### src/rtl/mdrop_rx_pkg.sv
package mdrop_rx_pkg;
  localparam int DATA_W = 8;

  typedef struct packed {
    logic              ferr;
    logic              bit9;
    logic [DATA_W-1:0] data;
  } rx_word_t;

  typedef enum logic [1:0] {
    ST_IDLE  = 2'd0,
    ST_START = 2'd1,
    ST_DATA  = 2'd2,
    ST_STOP  = 2'd3
  } rx_state_t;

  function automatic logic maj3(input logic a, input logic b, input logic c);
    return (a & b) | (a & c) | (b & c);
  endfunction

  // a completed character passes the address filter
  function automatic logic filt_pass(input logic nine, input logic filt, input logic b9);
    return !(nine && filt) || b9;
  endfunction
endpackage

### src/rtl/mdrop_rx_sync.sv
module mdrop_rx_sync #(
  parameter int STAGES = 2
) (
  input  logic clk,
  input  logic rst_n,
  input  logic din,
  output logic dout
);
  logic [STAGES-1:0] chain;

  always_ff @(posedge clk or negedge rst_n) begin
    if (!rst_n) chain <= '1;
    else        chain <= {chain[STAGES-2:0], din};
  end

  assign dout = chain[STAGES-1];
endmodule

### src/rtl/mdrop_rx_deser.sv
module mdrop_rx_deser
  import mdrop_rx_pkg::*;
#(
  parameter int OSR = 16
) (
  input  logic     clk,
  input  logic     rst_n,
  input  logic     clr,
  input  logic     line,
  input  logic     tick,
  input  logic     nine,
  output logic     done,
  output rx_word_t word
);
  localparam int PH_W  = $clog2(OSR);
  localparam int MID   = OSR / 2;
  localparam int IDX_W = $clog2(DATA_W + 1);

  rx_state_t        st;
  logic [PH_W-1:0]  ph;
  logic [IDX_W-1:0] idx;
  logic [DATA_W:0]  sh;
  logic             s0, s1;
  logic             vote_pt;
  logic             vote;
  logic [IDX_W-1:0] last_idx;

  assign vote_pt  = tick && (st != ST_IDLE) && (ph == PH_W'(MID + 1));
  assign vote     = maj3(s0, s1, line);
  assign last_idx = nine ? IDX_W'(DATA_W) : IDX_W'(DATA_W - 1);

  always_ff @(posedge clk or negedge rst_n) begin
    if (!rst_n) begin
      st   <= ST_IDLE;
      ph   <= '0;
      idx  <= '0;
      sh   <= '0;
      s0   <= 1'b1;
      s1   <= 1'b1;
      done <= 1'b0;
      word <= '0;
    end else if (clr) begin
      st   <= ST_IDLE;
      ph   <= '0;
      idx  <= '0;
      done <= 1'b0;
    end else begin
      done <= 1'b0;
      if (tick) begin
        if (st == ST_IDLE) begin
          if (!line) begin
            st <= ST_START;
            ph <= PH_W'(1);
          end
        end else begin
          ph <= ph + 1'b1;
          if (ph == PH_W'(MID - 1)) s0 <= line;
          if (ph == PH_W'(MID))     s1 <= line;
        end
      end
      if (vote_pt) begin
        case (st)
          ST_START: begin
            if (vote) st <= ST_IDLE;
            else begin
              st  <= ST_DATA;
              idx <= '0;
              sh  <= '0;
            end
          end
          ST_DATA: begin
            sh[idx] <= vote;
            if (idx == last_idx) st <= ST_STOP;
            else                 idx <= idx + 1'b1;
          end
          ST_STOP: begin
            st        <= ST_IDLE;
            done      <= 1'b1;
            word.data <= sh[DATA_W-1:0];
            word.bit9 <= nine ? sh[DATA_W] : 1'b0;
            word.ferr <= !vote;
          end
          default: st <= ST_IDLE;
        endcase
      end
    end
  end
endmodule

### src/rtl/mdrop_rx_fifo.sv
module mdrop_rx_fifo #(
  parameter int W     = 10,
  parameter int DEPTH = 2
) (
  input  logic                       clk,
  input  logic                       rst_n,
  input  logic                       wr,
  input  logic [W-1:0]               wdata,
  input  logic                       rd,
  output logic [W-1:0]               rdata,
  output logic                       full,
  output logic                       empty,
  output logic [$clog2(DEPTH+1)-1:0] level
);
  localparam int PW = (DEPTH > 1) ? $clog2(DEPTH) : 1;
  localparam int LW = $clog2(DEPTH + 1);

  logic [W-1:0]  mem [DEPTH];
  logic [PW-1:0] wp, rp;
  logic          push, pop;

  assign empty = (level == '0);
  assign full  = (level == LW'(DEPTH));
  assign push  = wr && !full;
  assign pop   = rd && !empty;
  assign rdata = mem[rp];

  function automatic logic [PW-1:0] bump(input logic [PW-1:0] p);
    return (p == PW'(DEPTH - 1)) ? '0 : p + 1'b1;
  endfunction

  always_ff @(posedge clk or negedge rst_n) begin
    if (!rst_n) begin
      wp    <= '0;
      rp    <= '0;
      level <= '0;
      for (int i = 0; i < DEPTH; i++) mem[i] <= '0;
    end else begin
      if (push) begin
        mem[wp] <= wdata;
        wp      <= bump(wp);
      end
      if (pop) rp <= bump(rp);
      case ({push, pop})
        2'b10:   level <= level + 1'b1;
        2'b01:   level <= level - 1'b1;
        default: level <= level;
      endcase
    end
  end
endmodule

### src/rtl/mdrop_rx.sv
module mdrop_rx
  import mdrop_rx_pkg::*;
#(
  parameter int OSR        = 16,
  parameter int FIFO_DEPTH = 2
) (
  input  logic              clk,
  input  logic              rst_n,
  input  logic              rx_line,
  input  logic              os_tick,
  input  logic              rx_en,
  input  logic              nine_bit,
  input  logic              addr_filt,
  input  logic              rd_stb,
  output logic [DATA_W-1:0] rd_data,
  output logic              rd_bit9,
  output logic              rd_ferr,
  output logic              ovr_err,
  output logic              rx_irq
);
  localparam int WORD_W = $bits(rx_word_t);
  localparam int LVL_W  = $clog2(FIFO_DEPTH + 1);

  logic             line_s;
  logic             char_done;
  rx_word_t         char_word;
  logic             char_keep;
  logic             fifo_wr;
  logic             fifo_full;
  logic             fifo_empty;
  logic [LVL_W-1:0] fifo_level;
  rx_word_t         head;

  mdrop_rx_sync #(.STAGES(2)) u_sync (
    .clk(clk), .rst_n(rst_n), .din(rx_line), .dout(line_s)
  );

  mdrop_rx_deser #(.OSR(OSR)) u_deser (
    .clk(clk), .rst_n(rst_n), .clr(!rx_en), .line(line_s), .tick(os_tick),
    .nine(nine_bit), .done(char_done), .word(char_word)
  );

  assign char_keep = char_done && !ovr_err &&
                     filt_pass(nine_bit, addr_filt, char_word.bit9);
  assign fifo_wr   = char_keep && !fifo_full;

  always_ff @(posedge clk or negedge rst_n) begin
    if (!rst_n)                      ovr_err <= 1'b0;
    else if (!rx_en)                 ovr_err <= 1'b0;
    else if (char_keep && fifo_full) ovr_err <= 1'b1;
  end

  mdrop_rx_fifo #(.W(WORD_W), .DEPTH(FIFO_DEPTH)) u_fifo (
    .clk(clk), .rst_n(rst_n), .wr(fifo_wr), .wdata(char_word), .rd(rd_stb),
    .rdata(head), .full(fifo_full), .empty(fifo_empty), .level(fifo_level)
  );

  assign rd_data = head.data;
  assign rd_bit9 = head.bit9;
  assign rd_ferr = head.ferr;
  assign rx_irq  = !fifo_empty;
endmodule

### config.mk
export PLATFORM = sky130hd
export DESIGN_NAME = mdrop_rx
export DESIGN_NICKNAME = d
export VERILOG_FILES = /design/src/rtl/mdrop_rx_pkg.sv /design/src/rtl/mdrop_rx_sync.sv /design/src/rtl/mdrop_rx_deser.sv /design/src/rtl/mdrop_rx_fifo.sv /design/src/rtl/mdrop_rx.sv
export SDC_FILE = /design/constraint.sdc
export NUM_CORES = 1
export LEC_CHECK = 0
export BUFFER_PORTS_ARGS = -buffer_cell sky130_fd_sc_hd__buf_4
export CAP_MARGIN = 15
export CORE_ASPECT_RATIO = 0.9
export CORE_MARGIN = 2
export CORE_UTILIZATION = 49
export DETAILED_ROUTE_END_ITERATION = 10
export GPL_TIMING_DRIVEN = 1
export MAX_ROUTING_LAYER = met4
export PLACE_DENSITY = 0.78
export SYNTH_ARGS = -nofsm -noshare
export SYNTH_HDL_FRONTEND = slang
export SYNTH_HIERARCHICAL = 1
export SYNTH_SLANG_ARGS = --single-unit
export TNS_END_PERCENT = 5
### constraint.sdc
create_clock -name clk -period 2.3 [get_ports clk]
set_input_delay 0.115 -clock clk [delete_from_list [all_inputs] [get_ports clk]]
set_output_delay 0.115 -clock clk [all_outputs]
set_load 0.03 [all_outputs]
# [After elaboration in Yosys (flattened, before gate mapping)]
# Index checks and enable logic that the tools add are counted.
[classes] n_addsub=6 n_lt_le_gt_ge=5 n_eq_ne=18 n_mux=38 bitwise_logic=8 reduce_logical=28
[op_table] operator="10-bit 2-to-1 mux" count=4
[op_table] operator="4-bit 2-to-1 mux" count=9
[op_table] operator="20-bit bitwise mux" count=1
[op_table] operator="9-bit one-hot mux with 2 select lines" count=1
[op_table] operator="4-bit AND reduction" count=4
[op_table] operator="2-bit 2-to-1 mux" count=7
[op_table] operator="1-bit logical AND" count=11
[op_table] operator="10-bit demux with 1-bit select" count=1
[op_table] operator="9-bit bitwise mux" count=1
[op_table] operator="1-bit 2-to-1 mux" count=9
[op_table] operator="9-bit 2-to-1 mux" count=1
[op_table] operator="3-bit inequality test (second input constant)" count=3
[op_table] operator="4-bit by 1-bit adder with 4-bit output (second input constant)" count=2
[op_table] operator="2-bit equality test (second input constant)" count=4
[op_table] operator="4-bit equality test (second input constant)" count=2
[op_table] operator="2-bit one-hot mux with 2 select lines" count=2
[op_table] operator="4-bit one-hot mux with 2 select lines" count=1
[op_table] operator="2-bit nonzero test" count=3
[op_table] operator="1-bit zero test" count=5
[op_table] operator="4-bit by 5-bit < comparator with 1-bit output (second input constant)" count=1
[op_table] operator="1-bit demux with 4-bit select" count=1
[op_table] operator="2-bit by 1-bit equality test with 1-bit output (second input constant)" count=2
[op_table] operator="4-bit by 3-bit equality test with 1-bit output (second input constant)" count=1
[op_table] operator="4-bit equality test" count=1
[op_table] operator="other kinds (17)" count=26
[totals] regBits=59 in_bits=8 out_inout_bits=12 elab_cells=120

# [Longest topological paths before layout]
# Gate-level depths: netlist of run 1.
[depth] ltp_word=8 mapped_depth=8

# [Cells and area by module]
# Netlist of run 1, hierarchy kept.
[by_module_without_submodules] module="mdrop_rx_deser" instances=1 cells_per_inst=166 area_each_um2=1789.2 seq_area_each_um2=803.3
[by_module_without_submodules] module="mdrop_rx_fifo" instances=1 cells_per_inst=71 area_each_um2=1076.0 seq_area_each_um2=600.6
[by_module_without_submodules] module="mdrop_rx" instances=1 cells_per_inst=8 area_each_um2=70.1 seq_area_each_um2=25.0
[by_module_without_submodules] module="mdrop_rx_sync" instances=1 cells_per_inst=2 area_each_um2=52.6 seq_area_each_um2=52.6

# [Worst setup path before layout of run 1]
# No wires, ideal clock.
[synth_timing] path_type="flip-flop to flip-flop" from="reg u_deser.st[0]" to="reg u_deser.sh[8]" t_arrival_ns=1.687 t_required_ns=2.179 setup_slack_ns=0.492 path_stages_with_launch=7 period_less_slack_ns=1.808 path_cell_list="dfrtp_1 > inv_1 > ha_1 > nor3b_4 > nand2_2 > or3_1 > a22o_1"
[synth_between] elab_chain_len=4
[synth_rtl] item="start, declared" line_no="mdrop_rx_deser.sv:19" rtl="rx_state_t st;"
[synth_rtl] item="start signal, assigned" line_no="mdrop_rx_deser.sv:34" rtl="st <= ST_IDLE;"
[synth_rtl] item="start signal, assigned" line_no="mdrop_rx_deser.sv:43" rtl="st <= ST_IDLE;"
[synth_rtl] item="start signal, assigned" line_no="mdrop_rx_deser.sv:52" rtl="st <= ST_START;"
[synth_rtl] item="parallel branches: the longest is 4 deep, another holds 4-bit AND reduction"
[synth_rtl] item="end signal, assigned by index" line_no="mdrop_rx_deser.sv:72" rtl="sh[idx] <= vote;"
[synth_rtl] item="end, declared" line_no="mdrop_rx_deser.sv:22" rtl="logic [DATA_W:0] sh;"
# Parallel ways; which one is timed is not known.
# A chain may end at the register's enable or synchronous reset.

# [Final worst setup path of run 1]
# Same ends and word-level chain as after synthesis.

==> results.md, run 1 <==
- Status: finished clean
- Netlist cell types: 48
- Reg2reg end: u_deser/sh[8]
- Core area: 5790 sq um
- Final global-route overflow total: 0
- Worst-path fanout max: 9
- Max Clock Skew: 0.00636 ns
- Pins Over Slew Limit: 0
- # IOs: 20
- Slew @ Worst Pin: 0.720 ns
- Routed WL: 5330 um
- Period Utilization, post-route: 88.5%
- CTS sink count: 59
- Synth top cells by count: 55 x dfrtp_1, 40 x mux2_2, 23 x nand2_1, 15 x inv_1, 12 x ha_1
- CTS tree: done
- Final Hold Vio Count: 0
- Pre-Repair DR Iteration Count: 4
- Hold Startpoint: rx_en
- Hold Buf Count CTS: 2
- Static leakage: 1.62 nW
- Total track usage: 18.0%
- FF-to-FF setup slack: 0.26 ns
- Post-Place Cell Area: 3200 sq um
- Final Setup Violations: 0
- CTS Buf Count: 9
- Initial antenna violation count: 0
- Main synth FF type: dfrtp_1
- Port Buffers: 19
- RSZ-0062 raised after global routing: no
- Post-layout nets: 296
- Hold/Removal Path Class: in -> reg
- Die height: 78.1 um
- Cell area after synthesis: 2990 sq um
- Max H-tree Level: 3
- Final instance area: 3430 sq um
- Post-CTS sizing: 0
- # Post-CTS Setup Buffers: 0
- Syn_area_per_cell: 12.1 sq um
- Critical path arrival: 2.25 ns
- Flops & latches, synth: 59
- Top-count cell post-synth: dfrtp_1
- Routability cong.: 0.839
- Final setup TNS: 0 ns
- Initial DRC Count: 113
- Max VDD drop: 367 uV
- Die area: 6740 sq um
- RR Startpoint: u_deser/st[0]
- Hold endpoint: ovr_err
- Synthesized instance count: 247
- Vias/cell: 5.57
- Worst Path Required: 2.52 ns
- Post-synth EDFFs: 0
- Syn_nets: 267
- Post-DP HPWL: 3700 um
- Area contributors post-synth: dfrtp_1 46%, mux2_2 15%, ha_1 5.0%
- Worst Setup End Kind: flip-flop
- First-pass GRT wire length: 9220 um
- Post-synthesis sequential area ratio: 49.6%
- Setup CP Type: reg -> reg
- Fin crit period: 2.04 ns
- Power Density: 702 nW/um^2
- Die Width: 86.3 um
- Initial core utilization: 51.6%
- Post-synthesis to final-layout area growth: 14.9%
- Worst hold slack: 0.0259 ns
- Setup crit start kind: flip-flop
- Fraction of layout cells with a size suffix above 1: 35.0%
- Ys Warns: 6
- MaxCap Viol Count: 0
- Asr flop ratio synth: 100%
- Largest net degree at the start of global routing: 60
- Vias: 1,951
- Antenna Cells: 0
- Deepest clock path buffer count: 2
- F_max: 0.491 GHz
- Slew headroom: 52.0%
- CTS Root Cell: clkbuf_8
- R2R cell count: 6
- Area share of the largest cell type after synthesis: 46.1%
- Cells on Worst Hold Path: 3
- Residual antenna-violating net count after detailed routing: 0
- CTS clk-pin slew, worst paths: 0.06 ns
- # rows: 26
- Cell taking the most area after synthesis: dfrtp_1
- Number of global-route vias before repair: 1,917
- Clock Latency Late Sink: 0.33 ns
- DRC Markers: 0
- WL/cell: 15.2 um
worst max-delay path by stage:
stage / cells after the start / to / startpoint
after floorplan: 6 / u_deser/sh[8] / u_deser/st[0]
after global placement: 6 / u_deser/sh[8] / u_deser/st[0]
after detailed placement: 6 / u_deser/sh[8] / u_deser/st[0]
after CTS: 6 / u_deser/sh[8] / u_deser/st[0]
after global routing: 6 / u_deser/sh[8] / u_deser/st[0]
final: 6 / u_deser/sh[8] / u_deser/st[0]
critical path: stages (launching register included):
cell     delay, ns
dfrtp_1       0.40
inv_1         0.08
ha_1          0.29
nor3b_4       0.35
nand2_2       0.19
or3_1         0.41
a22o_1        0.19
logic make-up (layout without fill, tap and decap cells):
kind of cell	after synthesis	in the layout	synth area share, %
compound gates	42	42	11.0
xor+xnor	5	5	1.47
fa+ha+maj	13	13	5.40
buf+inv	22	55	3.39
flops	59	59	49.6
mux	42	42	15.7
simple gates	64	64	13.4
where the power goes:
group	switching, mW	internal [mW]	total (mW)
Clock	0.393	0.629	1.02
Sequential	0.0728	1.07	1.15
Combinational	0.125	0.119	0.244
Total	0.591	1.82	2.41
metrics by stage:
step                      util (%)  setup slack, ns  power (mW)  cells
after global routing          59.3            0.177        2.52    350
after CTS                     59.3            0.282        2.44    350
after detailed placement      55.3            0.314        1.41    333
final                         59.3            0.265        2.41    350
after global placement        55.3            0.406        1.40    333
after floorplan                  -            0.492        1.33    247
sequential cells by signal (all words and copies together) (netlist names), 2 cells and up:
signal and cells:
u_deser/word 10, u_deser/idx 4, u_fifo/level 2, u_sync/chain 2, u_deser/sh 9, u_deser/st 2
u_fifo/mem 20, u_deser/ph 4
area by class of cell:
class	instances	area, sq um
clock buffers	10	138
clock inverters	5	77.6
fillers	496	2360
inverters	16	60.1
multi-input cells	166	1410
flip-flops and latches	59	1480
well taps	70	87.6
repair buffers	24	185
metal layers:
metal,global-route usage [%],wire length (um)
met5,-,0
met4,5.47,60
met3,6.10,213
met2,26.4,2390
met1,23.8,2680
cells in the final DEF (no fill, tap or decap), types with 3 or more instances in the layout:
master / netlist / final
nand3b_1: 3 / 3
nor2b_1: 5 / 5
a211o_1: 6 / 6
dfstp_2: 4 / 4
ha_1: 12 / 12
nor2_1: 9 / 9
xnor2_1: 3 / 3
o22ai_1: 3 / 3
a21oi_1: 4 / 4
inv_1: 15 / 15
nand3_1: 3 / 3
dfrtp_1: 55 / 55
o21ai_0: 6 / 6
a22o_1: 9 / 9
nand2_1: 23 / 23
clkbuf_8: 0 / 10
buf_4: 0 / 22
a31oi_1: 3 / 3
nand2b_1: 3 / 3
nand4b_1: 3 / 3
mux2_2: 40 / 40
Note: power is estimated with default switching activity, not from simulation.
==> run 2, diff against run 1 <==
--- a/config.mk
+++ b/config.mk
@@ -14,6 +14,7 @@
 export GPL_TIMING_DRIVEN = 1
 export MAX_ROUTING_LAYER = met4
 export PLACE_DENSITY = 0.78
+export RECOVER_POWER = 100
 export SYNTH_ARGS = -nofsm -noshare
 export SYNTH_HDL_FRONTEND = slang
 export SYNTH_HIERARCHICAL = 1
==> results.md, run 2 (same netlist as run 1, synthesis figures left out) <==
- Post-Place Cell Area: 3200 sq um
- # Post-CTS Setup Buffers: 0
- Reg2reg end: u_deser/sh[8]
- Largest register FFs: 20
- F_max: 0.472 GHz
- Busiest grt layer: met2
- CTS clk-pin slew, worst paths: 0.06 ns
- Fillers: 495
- Final global-route overflow total: 0
- MaxCap Viol Count: 0
- Met1 usage: 23.8%
- Pre-Repair DR Iteration Count: 4
- Vias/cell: 5.58
- R2R cell count: 6
- Residual antenna-violating net count after detailed routing: 0
- Worst Setup End Kind: flip-flop
- Post-layout nets: 296
- Fraction of power consumed by sequential logic: 47.9%
- CTS Root Cell: clkbuf_8
- Cells on Worst Hold Path: 3
- Routability cong.: 0.839
- Net Sw Frac: 24.4%
- Final setup TNS: 0 ns
- CTS Buf Count: 9
- Critical Path, Cell by Cell: inv_1, ha_1, nor3b_4, nand2_1, or3_1, a22o_1
- Setup crit start kind: flip-flop
- Static leakage: 1.56 nW
- Setup CP Type: reg -> reg
- Antenna Cells: 0
- Initial antenna violation count: 0
- Final cell count without fillers: 350
- Max Clock Skew: 0.00548 ns
- Initial core utilization: 51.6%
- Commonest non-fill, non-tap cell in the layout: dfrtp_1
- Max H-tree Level: 3
- WL/cell: 15.3 um
- GRT met3 Usage: 6.10%
- CTS tree: done
- Die area: 6740 sq um
- Biggest register: u_fifo/mem
- Placed cells: 333
- Met2 global-route usage: 26.4%
- Int Pwr: 1.80 mW
- Status: finished clean
- Die Width: 86.3 um
- Most frequent cells in the layout: 55 x dfrtp_1, 40 x mux2_2, 24 x nand2_1
- DRC Markers: 0
- CP Launch Point: u_deser/st[0]
- Number of global-route vias before repair: 1,917
- Post-CTS sizing: 0
- # IOs: 20
- Largest net degree at the start of global routing: 60
- Clock power share: 42.8%
- Max VDD drop: 367 uV
- Hold/Removal Path Class: in -> reg
- RSZ-0062 raised after global routing: no
- Pre-CTS setup slack: 0.314 ns
- PnR worst setup slack: 0.182 ns
- Deepest clock path buffer count: 2
- Pwr Total: 2.38 mW
- Post-DP HPWL: 3700 um
- Die height: 78.1 um
- Switching Power: 0.582 mW
- Port Buffers: 19
- Fin crit period: 2.12 ns
- Pins Over Slew Limit: 0
- Clock Latency Late Sink: 0.33 ns
- Final Setup Violations: 0
- Top flop regs: u_fifo/mem: 20 flops, u_deser/word: 10 flops, u_deser/sh: 9 flops
- Routed WL: 5360 um
- Worst hold slack: 0.0315 ns
- Core area: 5790 sq um
- Period Utilization, post-route: 92.1%
- Slew headroom: 6.73%
- Initial DRC Count: 125
- Hold Startpoint: rx_en
- Finished Core Util: 58.0%
- Post-synthesis to final-layout area growth: 12.5%
- Final instance area: 3360 sq um
- FF-to-FF setup slack: 0.18 ns
- Fraction of layout cells with a size suffix above 1: 28.2%
- First-pass GRT wire length: 9220 um
- Crit path largest cell delay: 0.43 ns
- Power Density: 709 nW/um^2
- Slowest library cell on the worst path: or3_1
- Logic pwr share: 9.3%
- Vias: 1,953
- Slew @ Worst Pin: 1.40 ns
- RR Startpoint: u_deser/st[0]
- CTS sink count: 59
- Worst-path fanout max: 9
- # rows: 26
- Final Hold Vio Count: 0
- Hold endpoint: ovr_err
- Worst Path Required: 2.51 ns
- Total track usage: 18.0%
- Critical path arrival: 2.33 ns
run 2: how the worst max path moves through the flow:
stage	to	slack, ns	cells after the start
2_1_floorplan	u_deser/sh[8]	0.49	6
3_3_place_gp	u_deser/sh[8]	0.41	6
3_5_place_dp	u_deser/sh[8]	0.31	6
4_1_cts	u_deser/sh[8]	0.28	6
5_1_grt	u_deser/sh[8]	0.11	6
6_report	u_deser/sh[8]	0.18	6
run 2: per-layer routing:
layer | part of all wire [%] | vias to the layer above
met4 | 1.1 | 0
met5 | 0 | -
met3 | 4.4 | 7
li1 | - | 939
met2 | 44 | 39
met1 | 50 | 968
run 2: cell type report:
| class | instances | area, sq um | area share [%] |
|---|---|---|---|
| sequential | 59 | 1480 | 44.1 |
| multi-input combinational | 166 | 1390 | 41.2 |
| clock buffer | 10 | 138 | 4.10 |
| timing repair buffer | 24 | 131 | 3.91 |
| tap | 70 | 87.6 | 2.61 |
| clock inverter | 5 | 77.6 | 2.31 |
| inverter | 16 | 60.1 | 1.79 |
run 2: critical path, delay by kind of cell, from the launching register on:
kind | cells | cell delay [ns]
DFF | 1 | 0.42
adders and majority gates | 1 | 0.30
buffers and inverters | 1 | 0.09
AOI/OAI and AO/OA | 1 | 0.19
and+or+nand+nor | 3 | 1.01
run 2: repair_timing:
action                                 4_1_cts  5_1_grt
hold buffers                                 2        0
setup endpoints to repair                    0        0
endpoints found under the hold margin       56        0
run 2: power by group through the flow:
stage | clock network (mW) | logic (mW) | registers [mW]
finish | 1.02 | 0.222 | 1.14
detailed placement | 0 | 0.244 | 1.17
global route | 1.09 | 0.252 | 1.15
floorplan | 0 | 0.205 | 1.12
global placement | 0 | 0.236 | 1.16
CTS | 1.04 | 0.247 | 1.15
==> run 3, diff against run 2 <==
--- a/config.mk
+++ b/config.mk
@@ -15,6 +15,7 @@
 export MAX_ROUTING_LAYER = met4
 export PLACE_DENSITY = 0.78
 export RECOVER_POWER = 100
+export SKIP_CTS_REPAIR_TIMING = 1
 export SYNTH_ARGS = -nofsm -noshare
 export SYNTH_HDL_FRONTEND = slang
 export SYNTH_HIERARCHICAL = 1
==> constraint.sdc (replaced) <==
create_clock -name clk -period 2.3 [get_ports clk]
set_input_delay 0 -clock clk [delete_from_list [all_inputs] [get_ports clk]]
set_output_delay 0 -clock clk [all_outputs]
set_load 0.03 [all_outputs]
==> results.md, run 3 (same netlist as run 1, synthesis figures left out) <==
- Final global-route overflow total: 0
- Multi-input gate area: 1390 sq um
- Die Width: 86.3 um
- MaxCap Viol Count: 0
- Static leakage: 1.57 nW
- First-pass GRT wire length: 9150 um
- Critical path arrival: 2.32 ns
- FF-to-FF setup slack: 0.19 ns
- # rows: 26
- # IOs: 20
- Antenna Cells: 0
- Fillers: 495
- Period Utilization, post-route: 91.7%
- Final Hold Vio Count: 0
- Flip-flop and latch area: 1480 sq um
- Final Setup Violations: 0
- Hold/Removal Path Class: in -> reg
- RSZ-0062 raised after global routing: no
- WL/cell: 15.2 um
- Largest net degree at the start of global routing: 60
- Placed cells: 333
- Clock Latency Late Sink: 0.33 ns
- Vias/cell: 5.55
- F_max: 0.474 GHz
- Pwr Total: 2.38 mW
- Initial core utilization: 51.6%
- Status: finished clean
- Setup CP Type: reg -> reg
- Pins Over Slew Limit: 0
- Fraction of layout cells with a size suffix above 1: 28.0%
- Top flop regs: u_fifo/mem: 20 flops, u_deser/word: 10 flops, u_deser/sh: 9 flops
- Final cell count without fillers: 352
- CTS clk-pin slew, worst paths: 0.06 ns
- Initial antenna violation count: 0
- Die area: 6740 sq um
- Port Buffers: 19
- Cells on Worst Hold Path: 3
- Number of global-route vias before repair: 1,896
- Initial DRC Count: 125
- CTS Buf Count: 9
- DRC Markers: 0
- CP Launch Point: u_deser/st[0]
- Vias: 1,955
- Final setup TNS: 0 ns
- Biggest register: u_fifo/mem
- Total track usage: 17.9%
- Finished Core Util: 58.4%
- Worst hold slack: 0.0606 ns
- RR Startpoint: u_deser/st[0]
- Pre-Repair DR Iteration Count: 4
- Worst Path Required: 2.51 ns
- Fin crit period: 2.11 ns
- Deepest clock path buffer count: 2
- R2R cell count: 6
- CTS Root Cell: clkbuf_8
- Post-layout nets: 298
- Core area: 5790 sq um
- Slew @ Worst Pin: 1.40 ns
- Routed WL: 5360 um
- Slew headroom: 6.48%
- Hold Startpoint: os_tick
- Max H-tree Level: 3
- Post-synthesis to final-layout area growth: 13.1%
- Reg2reg end: u_deser/sh[8]
- Die height: 78.1 um
- Max Clock Skew: 0.00598 ns
- Post-DP HPWL: 3700 um
- Routability cong.: 0.839
- Worst setup path end: u_deser/sh[8]
- Worst Setup End Kind: flip-flop
- Residual antenna-violating net count after detailed routing: 0
- Setup crit start kind: flip-flop
- Largest register FFs: 20
- CTS sink count: 59
- CTS tree: done
- Most frequent cells in the layout: 55 x dfrtp_1, 40 x mux2_2, 24 x nand2_1
- Max VDD drop: 365 uV
- Worst-path fanout max: 9
- Power Density: 705 nW/um^2
- Commonest non-fill, non-tap cell in the layout: dfrtp_1
## run 3: cell types whose count changed in the layout (fill, tap and decap cells not counted)
cell and change:
dlygate4sd3_1 +2
## run 3: routing by layer
layer,global-route usage (%),vias to the layer above,routed length (um)
met1,23.8,966,2690
li1,-,943,-
met3,6.10,7,239
met5,-,-,0
met2,26.0,39,2360
met4,5.47,0,59
## run 3: how the worst min path moves through the flow
| stage | slack (ns) | endpoint |
|---|---|---|
| final | 0.06 | u_deser/ph[0] |
| after CTS | -0.26 | u_fifo/rp |
| after detailed placement | 0.10 | u_fifo/rp |
| after global placement | 0.10 | u_fifo/rp |
| after global routing | 0.08 | u_deser/ph[0] |
| after floorplan | -0.30 | ovr_err |
## run 3: worst max-delay path, cell delays in order (launching register included)
cell and delay, ns:
dfrtp_1 0.42, inv_1 0.09, ha_1 0.30, nor3b_4 0.32, nand2_1 0.26, or3_1 0.43
a22o_1 0.19
## run 3: report_power, final
group          internal, mW  total, mW  switching, mW
combinational         0.102      0.225          0.122
sequential             1.07       1.14         0.0690
clock                 0.629       1.02          0.389
total                  1.80       2.38          0.581
## run 3: stage by stage
step | setup WS [ns] | cell area, sq um
2_1_floorplan | 0.492 | 2990
3_3_place_gp | 0.406 | 3200
3_5_place_dp | 0.314 | 3200
4_1_cts | 0.282 | 3410
5_1_grt | 0.112 | 3380
6_report | 0.192 | 3380
## run 3: final cells by class
cell class | count | area share, %
clock buffer | 10 | 4.07
tap | 70 | 2.59
inverter | 16 | 1.78
sequential | 59 | 43.8
timing repair buffer | 26 | 4.48
clock inverter | 5 | 2.29
multi-input combinational | 166 | 41.0
